--- config.mk ---
export PLATFORM = sky130hd
export DESIGN_NAME = icoll_top
export DESIGN_NICKNAME = d
export VERILOG_FILES = /design/src/rtl/icoll_pkg.sv /design/src/rtl/icoll_ctrl.sv /design/src/rtl/icoll_datapath.sv /design/src/rtl/icoll_top.sv
export SDC_FILE = /design/constraint.sdc
export NUM_CORES = 2
export LEC_CHECK = 0
export BUFFER_PORTS_ARGS = -buffer_cell sky130_fd_sc_hd__buf_2
export CORE_MARGIN = 2
export CORE_UTILIZATION = 50
export DETAILED_ROUTE_END_ITERATION = 8
export PLACE_DENSITY = 0.78
export REMOVE_ABC_BUFFERS = 1
export SYNTH_ARGS = -nofsm -noshare
export SYNTH_HDL_FRONTEND = slang
export SYNTH_HIERARCHICAL = 1
export SYNTH_SLANG_ARGS = --single-unit
--- constraint.sdc ---
create_clock -name clk -period 115.6 [get_ports clk]
set_input_delay 17.34 -clock clk [delete_from_list [all_inputs] [get_ports clk]]
set_output_delay 17.34 -clock clk [all_outputs]
set_load 0.01 [all_outputs]
--- src/rtl/icoll_pkg.sv ---
package icoll_pkg;
  localparam int CFG_W     = 5;
  localparam int PRIO_LSB  = 0;
  localparam int EN_BIT    = 2;
  localparam int SOFT_BIT  = 3;
  localparam int STEER_BIT = 4;

  typedef enum logic [1:0] {
    OP_WRITE  = 2'd0,
    OP_SET    = 2'd1,
    OP_CLEAR  = 2'd2,
    OP_TOGGLE = 2'd3
  } aliasOp_e;

  typedef struct packed {
    logic             wrEn;
    logic             rdEn;
    aliasOp_e         wrOp;
    logic [CFG_W-1:0] wrBits;
    logic             ackEn;
  } ctrlStrb_t;
endpackage

--- src/rtl/icoll_ctrl.sv ---
module icoll_ctrl
  import icoll_pkg::*;
#(
  parameter int NUM_SRC   = 64,
  parameter int ADDR_W    = 12,
  parameter int BASE_ADDR = 'h120,
  localparam int IDX_W    = $clog2(NUM_SRC)
) (
  input  logic              busSel,
  input  logic              busWr,
  input  logic [ADDR_W-1:0] busAddr,
  input  logic [31:0]       busWdata,
  input  logic              ackValid,
  output ctrlStrb_t         strb,
  output logic [IDX_W-1:0]  regIdx
);
  localparam int SLOT_W = ADDR_W - 4;
  localparam logic [ADDR_W-1:0] BASE_V = ADDR_W'(BASE_ADDR);

  logic [ADDR_W-1:0] offs;
  logic [SLOT_W-1:0] slot;
  logic              regHit;

  always_comb begin
    offs   = busAddr - BASE_V;
    slot   = offs[ADDR_W-1:4];
    regHit = (busAddr >= BASE_V) && (int'(slot) < NUM_SRC);
    regIdx = slot[IDX_W-1:0];

    strb.wrEn   = busSel && busWr && regHit;
    strb.rdEn   = busSel && !busWr && regHit;
    strb.wrOp   = aliasOp_e'(busAddr[3:2]);
    strb.wrBits = busWdata[CFG_W-1:0];
    strb.ackEn  = ackValid;
  end
endmodule

--- src/rtl/icoll_datapath.sv ---
module icoll_datapath
  import icoll_pkg::*;
#(
  parameter int NUM_SRC = 64,
  localparam int IDX_W  = $clog2(NUM_SRC)
) (
  input  logic               clk,
  input  logic               rstN,
  input  ctrlStrb_t          strb,
  input  logic [IDX_W-1:0]   regIdx,
  input  logic [IDX_W-1:0]   ackIdx,
  input  logic [NUM_SRC-1:0] hwIrq,
  output logic [31:0]        busRdata,
  output logic               irqOut,
  output logic [IDX_W-1:0]   irqVector,
  output logic               fiqOut
);
  logic [NUM_SRC-1:0][CFG_W-1:0] cfgQ, cfgNxt;
  logic [NUM_SRC-1:0] effReq, irqReqVec, fiqReqVec;
  logic               ackHit;
  logic               found;
  logic [1:0]         bestPrio;
  logic [IDX_W-1:0]   bestIdx;

  assign ackHit = strb.ackEn && irqOut && (ackIdx == irqVector);

  // Register update: alias operation first, then acknowledge clears soft bit.
  always_comb begin
    for (int i = 0; i < NUM_SRC; i++) begin
      cfgNxt[i] = cfgQ[i];
      if (strb.wrEn && regIdx == IDX_W'(i)) begin
        unique case (strb.wrOp)
          OP_WRITE:  cfgNxt[i] = strb.wrBits;
          OP_SET:    cfgNxt[i] = cfgQ[i] | strb.wrBits;
          OP_CLEAR:  cfgNxt[i] = cfgQ[i] & ~strb.wrBits;
          OP_TOGGLE: cfgNxt[i] = cfgQ[i] ^ strb.wrBits;
          default:   cfgNxt[i] = cfgQ[i];
        endcase
      end
      if (ackHit && irqVector == IDX_W'(i)) cfgNxt[i][SOFT_BIT] = 1'b0;
    end
  end

  always_ff @(posedge clk or negedge rstN) begin
    if (!rstN) cfgQ <= '0;
    else       cfgQ <= cfgNxt;
  end

  assign busRdata = strb.rdEn ? {{(32-CFG_W){1'b0}}, cfgQ[regIdx]} : 32'd0;

  // Per-source request qualification and routing.
  for (genvar g = 0; g < NUM_SRC; g++) begin : g_src
    assign effReq[g]    = (hwIrq[g] | cfgQ[g][SOFT_BIT]) & cfgQ[g][EN_BIT];
    assign irqReqVec[g] = effReq[g] & ~cfgQ[g][STEER_BIT];
    assign fiqReqVec[g] = effReq[g] &  cfgQ[g][STEER_BIT];
  end

  // Descending scan with >= leaves the lowest index on equal priority.
  always_comb begin
    found    = 1'b0;
    bestPrio = 2'd0;
    bestIdx  = '0;
    for (int i = NUM_SRC - 1; i >= 0; i--) begin
      if (irqReqVec[i] && (!found || cfgQ[i][PRIO_LSB +: 2] >= bestPrio)) begin
        found    = 1'b1;
        bestPrio = cfgQ[i][PRIO_LSB +: 2];
        bestIdx  = IDX_W'(i);
      end
    end
  end

  always_ff @(posedge clk or negedge rstN) begin
    if (!rstN) begin
      irqOut    <= 1'b0;
      irqVector <= '0;
      fiqOut    <= 1'b0;
    end else begin
      irqOut    <= found;
      irqVector <= found ? bestIdx : '0;
      fiqOut    <= |fiqReqVec;
    end
  end


  set_alias_chk: assert property (@(posedge clk) disable iff (!rstN)
    (strb.wrEn && strb.wrOp == OP_SET && !ackHit)
      |=> ((cfgQ[$past(regIdx)] & $past(strb.wrBits)) == $past(strb.wrBits)));


  clear_alias_chk: assert property (@(posedge clk) disable iff (!rstN)
    (strb.wrEn && strb.wrOp == OP_CLEAR)
      |=> ((cfgQ[$past(regIdx)] & $past(strb.wrBits)) == '0));


  ack_clear_chk: assert property (@(posedge clk) disable iff (!rstN)
    ackHit |=> !cfgQ[$past(irqVector)][SOFT_BIT]);


  idle_irq_chk: assert property (@(posedge clk) disable iff (!rstN)
    !(|irqReqVec) |=> !irqOut);


  idle_vec_chk: assert property (@(posedge clk) disable iff (!rstN)
    !irqOut |-> irqVector == '0);


  no_write_stable_chk: assert property (@(posedge clk) disable iff (!rstN)
    (!strb.wrEn && !ackHit) |=> $stable(cfgQ));


  fiq_source_chk: assert property (@(posedge clk) disable iff (!rstN)
    $rose(fiqOut) |-> $past(|fiqReqVec));
endmodule

--- src/rtl/icoll_top.sv ---
module icoll_top
  import icoll_pkg::*;
#(
  parameter int NUM_SRC   = 64,
  parameter int ADDR_W    = 12,
  parameter int BASE_ADDR = 'h120,
  localparam int IDX_W    = $clog2(NUM_SRC)
) (
  input  logic               clk,
  input  logic               rstN,
  input  logic               busSel,
  input  logic               busWr,
  input  logic [ADDR_W-1:0]  busAddr,
  input  logic [31:0]        busWdata,
  output logic [31:0]        busRdata,
  input  logic [NUM_SRC-1:0] hwIrq,
  input  logic               ackValid,
  input  logic [IDX_W-1:0]   ackIdx,
  output logic               irqOut,
  output logic [IDX_W-1:0]   irqVector,
  output logic               fiqOut
);
  ctrlStrb_t        strb;
  logic [IDX_W-1:0] regIdx;

  icoll_ctrl #(
    .NUM_SRC(NUM_SRC), .ADDR_W(ADDR_W), .BASE_ADDR(BASE_ADDR)
  ) u_ctrl (
    .busSel(busSel), .busWr(busWr), .busAddr(busAddr), .busWdata(busWdata),
    .ackValid(ackValid), .strb(strb), .regIdx(regIdx)
  );

  icoll_datapath #(.NUM_SRC(NUM_SRC)) u_dp (
    .clk(clk), .rstN(rstN), .strb(strb), .regIdx(regIdx), .ackIdx(ackIdx),
    .hwIrq(hwIrq), .busRdata(busRdata), .irqOut(irqOut),
    .irqVector(irqVector), .fiqOut(fiqOut)
  );
endmodule

Yosys cells after proc, flatten, opt, wreduce, memory -nomap -nowiden
Cells that the tools add are included.
{"block": "op_classes", "addsub": 1, "multipliers": 0, "div_mod_pow": 0, "order_cmp": 66, "n_eq_ne": 130, "n_shift": 0, "muxes": 387, "bitwise": 513, "n_reduce_logical": 393}
{"op": "5-bit one-hot mux with 4 select lines", "n": 64}
{"op": "6-bit two-way mux", "n": 65}
{"op": "6-bit == test, second input constant", "n": 64}
{"op": "5-bit AND", "n": 64}
{"op": "5-bit bitwise OR", "n": 64}
{"op": "5-bit XOR", "n": 64}
{"op": "4-bit two-way mux", "n": 64}
{"op": "1-bit logical AND", "n": 198}
{"op": "1-bit AND", "n": 192}
{"op": "6-bit by 5-bit == test with 1-bit output, second input constant", "n": 32}
{"op": "1-bit two-way mux", "n": 128}
{"op": "2-bit nonzero test", "n": 64}
{"op": "2-bit >= comparator", "n": 63}
{"op": "2-bit two-way mux", "n": 63}
{"op": "6-bit by 4-bit == test with 1-bit output, second input constant", "n": 16}
{"op": "1-bit zero test", "n": 64}
{"op": "1-bit NOT", "n": 64}
{"op": "1-bit bitwise OR", "n": 64}
{"op": "64-bit OR reduction", "n": 1}
{"op": "1-bit logical OR", "n": 63}
{"op": "6-bit by 3-bit == test with 1-bit output, second input constant", "n": 8}
{"op": "5-bit binary-select mux with 6-bit select", "n": 1}
{"op": "6-bit by 2-bit == test with 1-bit output, second input constant", "n": 4}
{"op": "6-bit by 1-bit == test with 1-bit output, second input constant", "n": 2}
{"op": "11 further kinds", "n": 14}
{"block": "word_totals", "ff_bits": 328, "latch_bits": 0, "ramBits": 0, "rom_bits": 0, "in_bits": 119, "word_cells": 1621, "mem_count": 0}

Longest topological paths before layout
{"block": "logic_depth", "word_depth": 257, "mapped_depth": 427, "mapped_depth_nobuf": 423}

Modules after synthesis
The synthesis kept the hierarchy.
{"module": "icoll_datapath", "n_inst": 1, "cells_each": 4927, "area_each_um2": 38983.6}
{"module": "icoll_ctrl", "n_inst": 1, "cells_each": 26, "area_each_um2": 190.2}

Worst setup path after synthesis
No wires, ideal clock.
{"block": "synth_timing", "path_kind": "input port to flip-flop", "from": "in hwIrq[63]", "to": "reg u_dp.irqVector[5]", "setup_ps": 101, "t_arrival_ps": 93601, "path_slack_ps": 21898, "cell_stages": 399, "n_path_buf": 4, "cell_sequence": "o21ai_1 -> nor3_1 -> ha_1 -> nand2b_1 -> a21oi_1 -> a21oi_1 -> a22o_1 -> ha_1 -> nand2b_1 -> a21o_1 -> o21ai_0 -> nor2_1 -> nor2_1 -> ha_1 -> nand2b_1 -> a21o_1 -> a22oi_2 -> nand2_1 -> (+363 left out) -> maj3_1 -> o21ai_2 -> mux2_2 -> ha_1 -> a21oi_1 -> nand2_1 -> nand2_1 -> nor2_1 -> a21oi_1 -> a21boi_1 -> ha_1 -> nand2b_1 -> a21oi_1 -> nor3_1 -> nor2_1 -> and2_4 -> nand4_1 -> nor4_1"}
{"block": "synth_between", "elab_chain_len": 257, "word_cells_on_any_way": 447, "cone_classes": "order compare (63); mux (192); bitwise (3); reduce/logical (189)"}
{"element": "from (decl)", "line": "icoll_top.sv:16", "source": "input logic [NUM_SRC-1:0] hwIrq,"}
{"element": "1-bit bitwise OR *", "line": "icoll_datapath.sv:53", "source": "assign effReq[g] = (hwIrq[g] | cfgQ[g][SOFT_BIT]) & cfgQ[g][EN_BIT];"}
{"element": "1-bit AND *", "line": "icoll_datapath.sv:53"}
{"element": "1-bit AND *", "line": "icoll_datapath.sv:54", "source": "assign irqReqVec[g] = effReq[g] & ~cfgQ[g][STEER_BIT];"}
{"element": "2-bit two-way mux or 1-bit two-way mux (tied branches)", "line": "icoll_datapath.sv:64", "source": "if (irqReqVec[i] && (!found || cfgQ[i][PRIO_LSB +: 2] >= bestPrio)) begin"}
{"element": "2-bit >= comparator or 1-bit zero test (tied branches)", "line": "icoll_datapath.sv:64"}
{"element": "1-bit logical OR", "line": "icoll_datapath.sv:64"}
{"element": "1-bit logical AND", "line": "icoll_datapath.sv:64"}
{"element": "2-bit two-way mux or 1-bit two-way mux (tied branches)", "line": "icoll_datapath.sv:64"}
{"element": "(+241 left out)"}
{"element": "1-bit logical OR", "line": "icoll_datapath.sv:64"}
{"element": "1-bit logical AND", "line": "icoll_datapath.sv:64"}
{"element": "2-bit two-way mux or 1-bit two-way mux (tied branches)", "line": "icoll_datapath.sv:64"}
{"element": "2-bit >= comparator or 1-bit zero test (tied branches)", "line": "icoll_datapath.sv:64"}
{"element": "1-bit logical OR", "line": "icoll_datapath.sv:64"}
{"element": "1-bit logical AND", "line": "icoll_datapath.sv:64"}
{"element": "6-bit two-way mux or 1-bit two-way mux (tied branches)", "line": "icoll_datapath.sv:64"}
{"element": "6-bit two-way mux *", "line": "icoll_datapath.sv:79", "source": "irqVector <= found ? bestIdx : '0;"}
{"element": "to (signal assigned)", "line": "icoll_datapath.sv:79"}
{"element": "to (decl)", "line": "icoll_datapath.sv:15", "source": "output logic [IDX_W-1:0] irqVector,"}
Every way passes the cells marked *; elsewhere a longest branch is shown, timed or not.
A chain may end at the register's enable or synchronous reset.

Worst setup path after layout
Ends and elaborated chain as after synthesis.

==> results.py <==
metrics = {
    "sta": {
        "worst_pin_slew_ps": 1288,
        "fin_setup_tns_ps": 0,
        "fin_ws_ps": 9112,
        "finClkSkew_ps": 24.44,
        "slew_viol_final": 0,
        "final-setup-viol-count": 0,
        "relSlewSlack_pct": 13.44,
        "rsz0062_at_grt": "false",
        "fmax_mhz": 9.391,
        "final.min_clock_period_ps": 106490,
        "hold_viol_final": 0,
        "fin_crit_sh_pct": 92.12,
    },
    "logic_synthesis": {
        "synth_area_leaders": "ha_1, dfrtp_1, a21oi_1, a211oi_1, mux4_2",
        "synth_edf_count": 0,
        "ys_seq_area_share_pct": 20.95,
        "synth-seq-cells": 328,
        "ys_async_sr_fraction_pct": 100.0,
        "yosys_warnings": 6,
        "synthesis.area_mm2": 0.03917,
        "yosys.area.top_type": "ha_1",
        "synth_top_area_share_pct": 22.71,
        "synth_cells": 4953,
        "ys_types": 95,
        "ys.flop_type": "dfrtp_1",
        "avgSynthCellArea_um2": 7.909,
    },
    "clock_tree": {
        "htree_levels": 2,
        "ctsRootBufferMaster": "clkbuf_16",
        "cts_setup_buffers": 0,
        "cts_buffers": 42,
        "holdBufCountCts": 0,
        "clk_pin_slew_ps": 60,
        "cts_max_path_buffers": 3,
        "cts_tree": "done",
        "clock_sinks": 328,
        "cts_resized": 0,
        "worstSkewPairLatency_ps": 610,
    },
    "placed_design": {
        "postPlaceCellArea_mm2": 0.04036,
        "place_congestion": 1.022,
        "placed_cells": 5872,
        "place_ws_ps": 10410,
        "portBuffers": 102,
        "hpwlAfterDp_mm": 93.21,
    },
    "cells_and_area": {
        "final_cells": 5952,
        "layout-drive-gt1-share_pct": 8.598,
        "final_common_cell": "a21oi_1",
        "layout_common_cells": "a21oi_1, ha_1, nor2_1, nand2_1, inv_1",
        "area_growth_pct": 6.640,
        "final_area_mm2": 0.04178,
        "nNetsFinal": 5706,
        "fin_util_pct": 53.93,
    },
    "floorplan": {
        "num_rows": 102,
        "dieArea_mm2": 0.08060,
        "core_mm2": 0.07747,
        "pin_count": 159,
        "start_util_pct": 50.57,
        "die_x_um": 283.9,
        "die_y_um": 283.9,
    },
    "critical_path": {
        "slowest_delay_ps": 630,
        "cp.arrival_ps": 107000,
        "critical_path_class": "input pin to register",
        "cp-start-kind": "input pin",
        "cp_data_required_time_ps": 116110,
        "crit_fanout": 8,
        "critPathMostFrequentCell": "ha_1",
        "crit_path_end_kind": "register",
        "cp_slowest_cell": "a21boi_0",
        "reg2reg_depth": 399,
    },
    "power_and_ir_drop": {
        "power_leakage_uw": 0.01888,
        "p_switching_uw": 168.4,
        "clockPowerShare_pct": 32.9,
        "internal_power_uw": 258.9,
        "p_sw_share_pct": 39.40,
        "ir_drop_uv": 10.14,
        "comb_power_share_pct": 35.9,
        "p_seq_share_pct": 31.1,
        "powerDensity_mw_per_mm2": 10.23,
    },
    "grt": {
        "grt_pass1_wl_mm": 202.9,
        "grt_antenna_before_repair": 6,
        "grt_pass1_vias": 34040,
        "overflow": 0,
        "grt_use_total_pct": 31.72,
        "grt_max_degree": 231,
    },
    "route": {
        "wl_per_cell_um": 22.20,
        "dr.pass1.iters": 8,
        "vias": 37920,
        "postRouteAntennaNets": 0,
        "drtIter0Drc": 5152,
        "drc": 0,
        "vias_per_cell": 6.371,
        "wl_mm": 132.1,
    },
    "outcome": {
        "status": "finished clean",
    },
    "worst_hold_path": {
        "min_path_type": "register to register",
        "min_delay_path_depth": 2,
    },
    "job": {
        "cap_viol_max_count": 0,
    },
}
[final timing paths]
kind                       slack, ps                          end                  startpoint
max in group asynchronous      96620   u_dp/cfgQ[191]$_DFFE_PN0P_                        rstN
min in group asynchronous      16790    u_dp/cfgQ[43]$_DFFE_PN0P_                        rstN
max reg2reg                    25520  u_dp/irqVector[5]$_DFF_PN0_  u_dp/cfgQ[318]$_DFFE_PN0P_
min                              590   u_dp/cfgQ[247]$_DFFE_PN0P_  u_dp/cfgQ[247]$_DFFE_PN0P_
max                             9110  u_dp/irqVector[5]$_DFF_PN0_                   hwIrq[63]
min reg2reg                      590   u_dp/cfgQ[247]$_DFFE_PN0P_  u_dp/cfgQ[247]$_DFFE_PN0P_
[power groups by stage]
stage | registers [uW] | clock network [uW] | logic (uW)
2_1_floorplan | 131 | 0 | 94.3
3_3_place_gp | 134 | 0 | 144
3_5_place_dp | 134 | 0 | 148
4_1_cts | 132 | 141 | 149
5_1_grt | 134 | 146 | 168
6_report | 133 | 141 | 154
[through the flow]
step	hold WS, ps	power (uW)
after floorplan	502.6	225.4
after global placement	569.7	277.8
after detailed placement	578.0	282.5
after CTS	591.4	423.1
after global routing	613.9	448.0
final	595.0	427.4
[metal layers]
metal,vias to the layer above,part of all wire (%),track usage [%]
met5,-,0.011,0
met4,2,5.6,16.06
met3,425,11,7.508
li1,17550,-,-
met1,17940,41,43.18
met2,2012,42,46.82
[synth_stat cells (33+ instances only)]
cell type,n
nand3_1,33
a21oi_1,809
buf_4,36
a211oi_1,317
o211ai_1,33
mux4_2,105
ha_1,711
nand2b_1,66
nor3_1,152
dfrtp_1,328
nand2_1,350
o21ai_0,293
clkbuf_1,240
nor2b_1,116
inv_1,355
nor2_1,555
[layout make-up]
type / count / area, um^2
clock buffer: 64 / 1295
inverter: 356 / 1354
sequential: 328 / 8208
timing repair buffer: 152 / 934.6
fill: 7190 / 35690
tap: 1040 / 1301
clock inverter: 12 / 113.9
antenna: 4 / 10.01
multi-input combinational: 3996 / 28560
[cells by family (layout without fill, tap and decap cells)]
family / after synthesis / after routing / synth area share, %
AO/OA/AOI/OAI: 1702 / 1702 / 26.00
AND/OR/NAND/NOR: 1399 / 1399 / 16.32
adder cells (fa/ha/maj): 728 / 728 / 23.14
buffers and inverters: 655 / 584 / 6.627
flip-flops: 328 / 328 / 20.95
multiplexers: 129 / 129 / 6.707
XOR/XNOR: 11 / 11 / 0.2459
other: 1 / 31 / 0.009573
[worst max-delay path, delay by kind of cell]
family	cells	cell delay (ps)
AOI/OAI and AO/OA	161	37180
adders and majority gates	80	22490
buffers and inverters	8	810
muxes	14	5070
and+or+nand+nor	137	23980
[sequential cells by signal (all words and copies together) (netlist names)]
name and flops:
u_dp/cfgQ 320, u_dp/fiqOut 1, u_dp/irqOut 1, u_dp/irqVector 6
(Power assumes the default switching activity.)
